### config.mk
export PLATFORM = sky130hd
export DESIGN_NAME = uart_rx_fifo_irq
export DESIGN_NICKNAME = d
export VERILOG_FILES = /design/src/rtl/uart_rx_fifo_irq.sv
export SDC_FILE = /design/constraint.sdc
export NUM_CORES = 1
export LEC_CHECK = 0
export BUFFER_PORTS_ARGS = -buffer_cell sky130_fd_sc_hd__buf_2
export CORE_UTILIZATION = 60
export DETAILED_ROUTE_END_ITERATION = 7
export PLACE_DENSITY = 0.78
export SETUP_SLACK_MARGIN = 0.2
export SLEW_MARGIN = 20
export SYNTH_ARGS = -nofsm -noshare
export SYNTH_HDL_FRONTEND = slang
export SYNTH_SLANG_ARGS = --single-unit
### constraint.sdc
create_clock -name clk -period 3.93 [get_ports clk]
set_input_delay 0.1965 -clock clk [delete_from_list [all_inputs] [get_ports clk]]
set_output_delay 0.1965 -clock clk [all_outputs]
set_load 0.02 [all_outputs]
### src/rtl/uart_rx_fifo_irq.sv
module uart_rx_fifo_irq #(
  parameter int DW         = 8,
  parameter int DEPTH      = 16,
  parameter int IDLE_CHARS = 3
) (
  input  logic          clk,
  input  logic          rst,
  input  logic          fifo_en,
  input  logic          wr_en,
  input  logic [DW-1:0] wr_data,
  input  logic          rd_en,
  output logic [DW-1:0] rd_data,
  input  logic          char_tick,
  input  logic          ovr_clr,
  output logic          empty,
  output logic          full,
  output logic          overrun,
  output logic          irq
);
  localparam int AW   = $clog2(DEPTH);
  localparam int CW   = AW + 1;
  localparam int HALF = DEPTH / 2;
  localparam int IW   = $clog2(IDLE_CHARS + 1);

  logic [DW-1:0] mem [DEPTH];
  logic [AW-1:0] wp, rp;
  logic [CW-1:0] cnt, cnt_n, cap;
  logic [IW-1:0] idle, idle_n;
  logic          mode_q, flush, do_wr, do_rd, irq_n;

  assign flush = fifo_en != mode_q;
  assign cap   = mode_q ? CW'(DEPTH) : CW'(1);
  assign empty = cnt == '0;
  assign full  = cnt == cap;
  assign do_wr = wr_en && !full && !flush;
  assign do_rd = rd_en && !empty && !flush;
  assign cnt_n = flush ? '0 : cnt + CW'(do_wr) - CW'(do_rd);

  always_comb begin
    if (flush || do_wr || do_rd)
      idle_n = '0;
    else if (char_tick && idle != IW'(IDLE_CHARS))
      idle_n = idle + IW'(1);
    else
      idle_n = idle;
  end

  always_comb begin
    if (flush || cnt_n == '0)
      irq_n = 1'b0;
    else if (!mode_q)
      irq_n = 1'b1;
    else
      irq_n = irq || cnt_n >= CW'(HALF) || idle_n == IW'(IDLE_CHARS);
  end

  always_ff @(posedge clk)
    if (do_wr) mem[wp] <= wr_data;

  always_ff @(posedge clk) begin
    if (rst) begin
      wp      <= '0;
      rp      <= '0;
      cnt     <= '0;
      idle    <= '0;
      mode_q  <= 1'b0;
      irq     <= 1'b0;
      overrun <= 1'b0;
      rd_data <= '0;
    end else begin
      mode_q <= fifo_en;
      cnt    <= cnt_n;
      idle   <= idle_n;
      irq    <= irq_n;
      if (flush) begin
        wp <= '0;
        rp <= '0;
      end else begin
        if (do_wr) wp <= wp + AW'(1);
        if (do_rd) begin
          rp      <= rp + AW'(1);
          rd_data <= mem[rp];
        end
      end
      if (wr_en && full && !flush) overrun <= 1'b1;
      else if (ovr_clr)            overrun <= 1'b0;
    end
  end

  AST_CNT_BOUND: assert property (@(posedge clk) disable iff (rst)
    cnt <= CW'(DEPTH));
  AST_HOLD_IRQ: assert property (@(posedge clk) disable iff (rst)
    !mode_q |-> (irq == !empty));
  AST_HALF_IRQ: assert property (@(posedge clk) disable iff (rst)
    (mode_q && cnt >= CW'(HALF)) |-> irq);
  AST_DRAIN_ONLY: assert property (@(posedge clk) disable iff (rst)
    $fell(irq) |-> empty);
  AST_FULL_DROP: assert property (@(posedge clk) disable iff (rst)
    (full && wr_en && !rd_en && !flush) |=> (overrun && $stable(cnt)));
  AST_EMPTY_READ: assert property (@(posedge clk) disable iff (rst)
    (empty && rd_en && !wr_en && !flush) |=> ($stable(rd_data) && empty));
endmodule

; ---- Yosys cells after proc, flatten, opt, wreduce, memory -nomap -nowiden
; Memory sizes are Yosys's and may differ from the RTL's. A register that Yosys moved wholly into a read port is not among the register bits.
; Cells that the tools add are included.
[totals]
reg_bits = 18
ram_bits = 128
input_bits = 15
output_inout_bits = 12
word_cells = 49
mem_count = 1
[mem_list]
columns = name, depth, width, rd, rd_clocked_by_memory_dff, write_ports, line_no
row1 = mem, 16, 8, 1, 1, 1, 25  ; logic [DW-1:0] mem [DEPTH];
[classes]
n_addsub = 5
n_lt_le_gt_ge = 1
n_eq_ne = 4
n_mux = 9
n_bitwise = 1
reduce_logical = 21
[ops]
columns = op, count
row1 = zero test 5 bit, 2
row2 = 2-to-1 mux 5 bit, 2
row3 = adder 4 x 1 -> 4 bit (second input constant), 2
row4 = logical AND 1 bit, 7
row5 = adder 5 x 1 -> 5 bit, 1
row6 = equality test 5 bit, 1
row7 = greater-or-equal comparator 5 x 4 -> 1 bit (second input constant), 1
row8 = logical OR 1 bit, 5
row9 = 2-to-1 mux 1 bit, 5
row10 = subtractor 5 x 1 -> 5 bit, 1
row11 = 2-to-1 mux 2 bit, 2
row12 = OR reduction 2 bit, 2
row13 = zero test 1 bit, 3
row14 = adder 2 x 1 -> 2 bit (second input constant), 1
row15 = equality test 2 bit (second input constant), 1
row16 = inequality test 2 bit (second input constant), 1
row17 = AND reduction 2 bit, 1
row18 = nonzero test 2 bit, 1
row19 = inequality test 1 bit, 1
row20 = NOT 1 bit, 1

; ---- Depth between registers and ports, before layout
[depth]
word_depth = 12
mapped_depth = 14
mapped_depth_nobuf = 13

; ---- Worst setup path before layout
; Ideal clock, no wire load.
[synth_path]
path_type = reg-to-reg
start = register cnt[3]
end = register irq
setup_ns = 0.137
arrival_ns = 2.841
t_required_ns = 3.793
path_slack_ns = 0.952
path_stages_with_launch = 15
path_buffers = 1
period_less_slack_ns = 2.978
cell_sequence = dfxtp_1 -> inv_1 -> ha_1 -> or4b_1 -> nand3_1 -> inv_1 -> buf_2 -> ha_1 -> inv_1 -> ha_1 -> fa_1 -> xnor2_1 -> a21oi_1 -> o31ai_1 -> o221ai_1
[synth_via]
word_cells_on_any_way = 22
classes_between = add/sub (2) / order compare (1) / eq/ne (2) / mux (3) / reduce/logical (14)
[synth_lines]
columns = element, line_no
row1 = from (decl), 27  ; logic [CW-1:0] cnt, cnt_n, cap;
row2 = from (signal assigned), 72  ; cnt <= cnt_n;
row3 = zero test 5 bit *, 33  ; assign empty = cnt == '0;
row4 = zero test 1 bit *, 36  ; assign do_rd = rd_en && !empty && !flush;
row5 = logical AND 1 bit * (2 in series), 36
row6 = net do_rd, 29  ; logic mode_q, flush, do_wr, do_rd, irq_n;
row7 = subtractor 5 x 1 -> 5 bit, 37  ; assign cnt_n = flush ? '0 : cnt + CW'(do_wr) - CW'(do_rd);
row8 = 2-to-1 mux 5 bit, 37
row9 = greater-or-equal comparator 5 x 4 -> 1 bit, 54  ; irq_n = irq || cnt_n >= CW'(HALF) || idle_n == IW'(IDLE_CHARS);
row10 = logical OR 1 bit (2 in series), 54
row11 = 2-to-1 mux 1 bit, 51  ; else if (!mode_q)
row12 = to (signal assigned), 74  ; irq <= irq_n;
row13 = to (decl), 18  ; output logic irq
; The timed path passes the listed nets; every way through them passes the cells marked *.
; A chain may end at the register's enable or synchronous reset.

; ---- Worst setup path after layout
[layout_path]
start = register cnt[2]
end = register irq
[layout_via]
elab_chain_len = 11
word_cells_on_any_way = 22
classes_between = add/sub (2) / order compare (1) / eq/ne (2) / mux (3) / reduce/logical (14)
[layout_rtl]
columns = element, line_no
row1 = equality test 5 bit, 34  ; assign full = cnt == cap;
row2 = zero test 1 bit, 35  ; assign do_wr = wr_en && !full && !flush;
row3 = logical AND 1 bit (2 in series), 35
row4 = adder 5 x 1 -> 5 bit, 37
row5 = subtractor 5 x 1 -> 5 bit, 37
row6 = 2-to-1 mux 5 bit, 37
row7 = greater-or-equal comparator 5 x 4 -> 1 bit, 54
row8 = logical OR 1 bit (2 in series), 54
row9 = 2-to-1 mux 1 bit, 51
; Several ways; a longest one is shown, not always the timed one.

==> results.ini <==
[clock_network]
clkLatencyLatePin_ps=520
cts-root-buf=clkbuf_8
cts_setup_buffers=0
post_cts_resized=0
cts-htree-levels=4
cts_tree=done
cts_buffers=17
hold_buffers=2
clkSlewWorstSetupHoldPaths_ps=60
cts_buffer_depth=2
cts_sinks=154

[layout]
drive_gt1_share_pct=17.5
fillers=706
diodes=0
fin_cells=581
nets=460
final_cell_area_um2=7110
syn_to_final_growth_pct=12.8

[power_and_ir_drop]
p_leak_nw=2.36
ir_drop_v=0.000276
total_power_mw=3.60
power_density_nw_per_um2=507

[global_route]
grt_pass1_wl_um=19400
grt_max_degree=32
gr-usage-all-layers_pct=24.7
grt_overflow=0
grt_antenna_before_repair=0
grt_pass1_vias=3608

[sta]
period_needed_ps=3440
final_hold_viol_count=0
max_slew.worst_pin.slew_ps=931
skew_ps=8.67
relSlewSlack_pct=37.7
setup-tns-final_ps=0
finalSetupViolations=0
report.final.slew_viol_count=0
post-route-period-util_pct=87.6
fmax_mhz=290
hold_slack_ps=42.3
rsz0062_at_grt=no

[placed_design]
placed_area_um2=6550
hpwlAfterDp_um=7830
place.gp.congestion=0.868
placed_cells=547
io_buffer_count=26

[synth]
async_flop_share_pct=0
syn_avg_cell_area_um2=15.8
ys_ff_latch=154
ys_types=47
postSynthCellCount=399
synth-seq-area-share_pct=69.2
synth-edff-count=128
synth_nets=427
synth_top_flop_cell=edfxtp_1
syn_area_um2=6310
yosys_warnings=0

[floorplan]
fp.coreArea_um2=10300
fp.dieW_um=105
rows=37
initial_core_util_pct=61.4
die_y_um=105
ioPinCount=27
die-area_um2=10900

[status]
violations=design-rule violations
status=finished, violations left

[route]
ant_nets=0
vias_per_cell=6.10
totalWireLength_um=12500
num_vias=3546
drt_first_iter_violations=345
drc_errors=1
avgRoutedWirePerCell_um=21.6
drt_pass1_iterations=8

[worst_setup_path]
start_kind=flop
crit_required_ps=4310
path_max_fanout=11
worstSetupEndpointType=flop
worst-setup-path-type=reg2reg
critPathArrivalTime_ps=3820

[worst_hold_path]
hold_path.class=in2reg

[run]
maxCapViolCount=0

[through the flow]
stage	worst slack, ps	utilization [%]
finish	485	69.2
global route	300	69.2
CTS	494	69.2
detailed placement	524	63.7
global placement	724	63.7
floorplan	952	-
[path summary, 6_finish.rpt]
path	startpoint	endpoint	slack, ps	cells after the start
min reg2reg	overrun$_SDFFE_PP0P_	overrun$_SDFFE_PP0P_	480	2
min	rst	overrun$_SDFFE_PP0P_	40	2
max	cnt[2]$_SDFF_PP0_	irq$_SDFF_PP0_	490	13
max reg2reg	cnt[2]$_SDFF_PP0_	irq$_SDFF_PP0_	490	13
[kinds of logic after synthesis]
group / Yosys count / synth area share [%]
muxes: 49 / 11.4
DFF: 154 / 69.2
and+or+nand+nor: 95 / 8.05
adders and majority gates: 13 / 2.70
xor gates and xnor gates: 7 / 1.09
buffers and inverters: 35 / 2.68
AOI/OAI and AO/OA: 46 / 4.90
[power breakdown]
| group | total (mW) | internal (mW) | switching [mW] |
|---|---|---|---|
| combinational | 0.304 | 0.113 | 0.191 |
| sequential | 1.83 | 1.80 | 0.0236 |
| clock | 1.47 | 0.834 | 0.640 |
| total | 3.60 | 2.75 | 0.855 |
[layer usage]
layer / part of all wire, % / wire (µm) / global-route usage [%] / vias to the layer above
met5: 0 / 0 / 0 / -
met4: 1.0 / 131 / 8.67 / 0
met3: 5.8 / 727 / 5.68 / 14
met2: 51 / 6430 / 41.1 / 140
met1: 42 / 5260 / 32.1 / 1775
li1: - / - / - / 1617
[cell type report]
cell class                      count  area [µm²]  share of cell area [%]
Clock buffer                       21         459                    6.45
Clock inverter                     11        86.3                    1.21
Inverter                           13        48.8                   0.686
Multi-Input combinational cell    210        1770                    24.9
Sequential cell                   154        4370                    61.4
Tap cell                          136         170                    2.39
Timing Repair Buffer               36         210                    2.95
[flip-flops by register name, indices dropped and copies added, names as in the netlist, 2 cells and up]
register and flops:
mem 128, wp 4, rp 4, rd_data 8, idle 2, cnt 5
[placed cells by master, fill, tap and decap left out, drive strengths merged, types with 7 or more instances in the layout]
cell,count
a22o,8
nor2,30
nand3,9
nor3,11
ha,12
o22ai,14
dfxtp,26
mux2i,32
inv,16
clkinv,7
clkbuf,21
edfxtp,128
buf,34
a21oi,10
mux4,16
nor4,9
[synthesized netlist by cell type, types with 2 or more instances]
| cell | n | area share [%] |
|---|---|---|
| nand4_1 | 4 | 0.40 |
| a21oi_1 | 10 | 0.79 |
| and3_1 | 2 | 0.20 |
| nand2_1 | 4 | 0.24 |
| mux4_2 | 9 | 3.2 |
| or3_1 | 2 | 0.20 |
| dfxtp_1 | 26 | 8.3 |
| o31ai_1 | 2 | 0.24 |
| or3b_1 | 2 | 0.28 |
| ha_1 | 12 | 2.4 |
| nor2b_1 | 4 | 0.40 |
| and2_1 | 3 | 0.30 |
| xnor2_1 | 5 | 0.69 |
| mux4_1 | 7 | 2.9 |
| buf_2 | 8 | 0.63 |
| nor4_1 | 9 | 0.89 |
| o21a_1 | 2 | 0.24 |
| nor2_1 | 30 | 1.8 |
| o21ai_0 | 4 | 0.32 |
| edfxtp_1 | 128 | 61 |
| o22ai_1 | 14 | 1.4 |
| nor3_1 | 11 | 0.87 |
| nand2b_1 | 5 | 0.50 |
| mux2i_1 | 32 | 5.1 |
| nand3_1 | 9 | 0.71 |
| nand3b_1 | 6 | 0.71 |
| clkbuf_1 | 11 | 0.65 |
| inv_1 | 12 | 0.71 |
| a22o_1 | 8 | 1.1 |
[worst max-delay path: stages, from the launching register on]
cell      delay (ps)
dfxtp_1          310
inv_1             80
ha_1             170
or4b_1           530
nand3_1          380
inv_1            110
ha_1             290
inv_1             40
ha_1             200
fa_1             420
xnor2_1          300
a21oi_1          110
o31ai_1          220
o221ai_1         150
No activity file was read; power rests on OpenSTA's default activity.
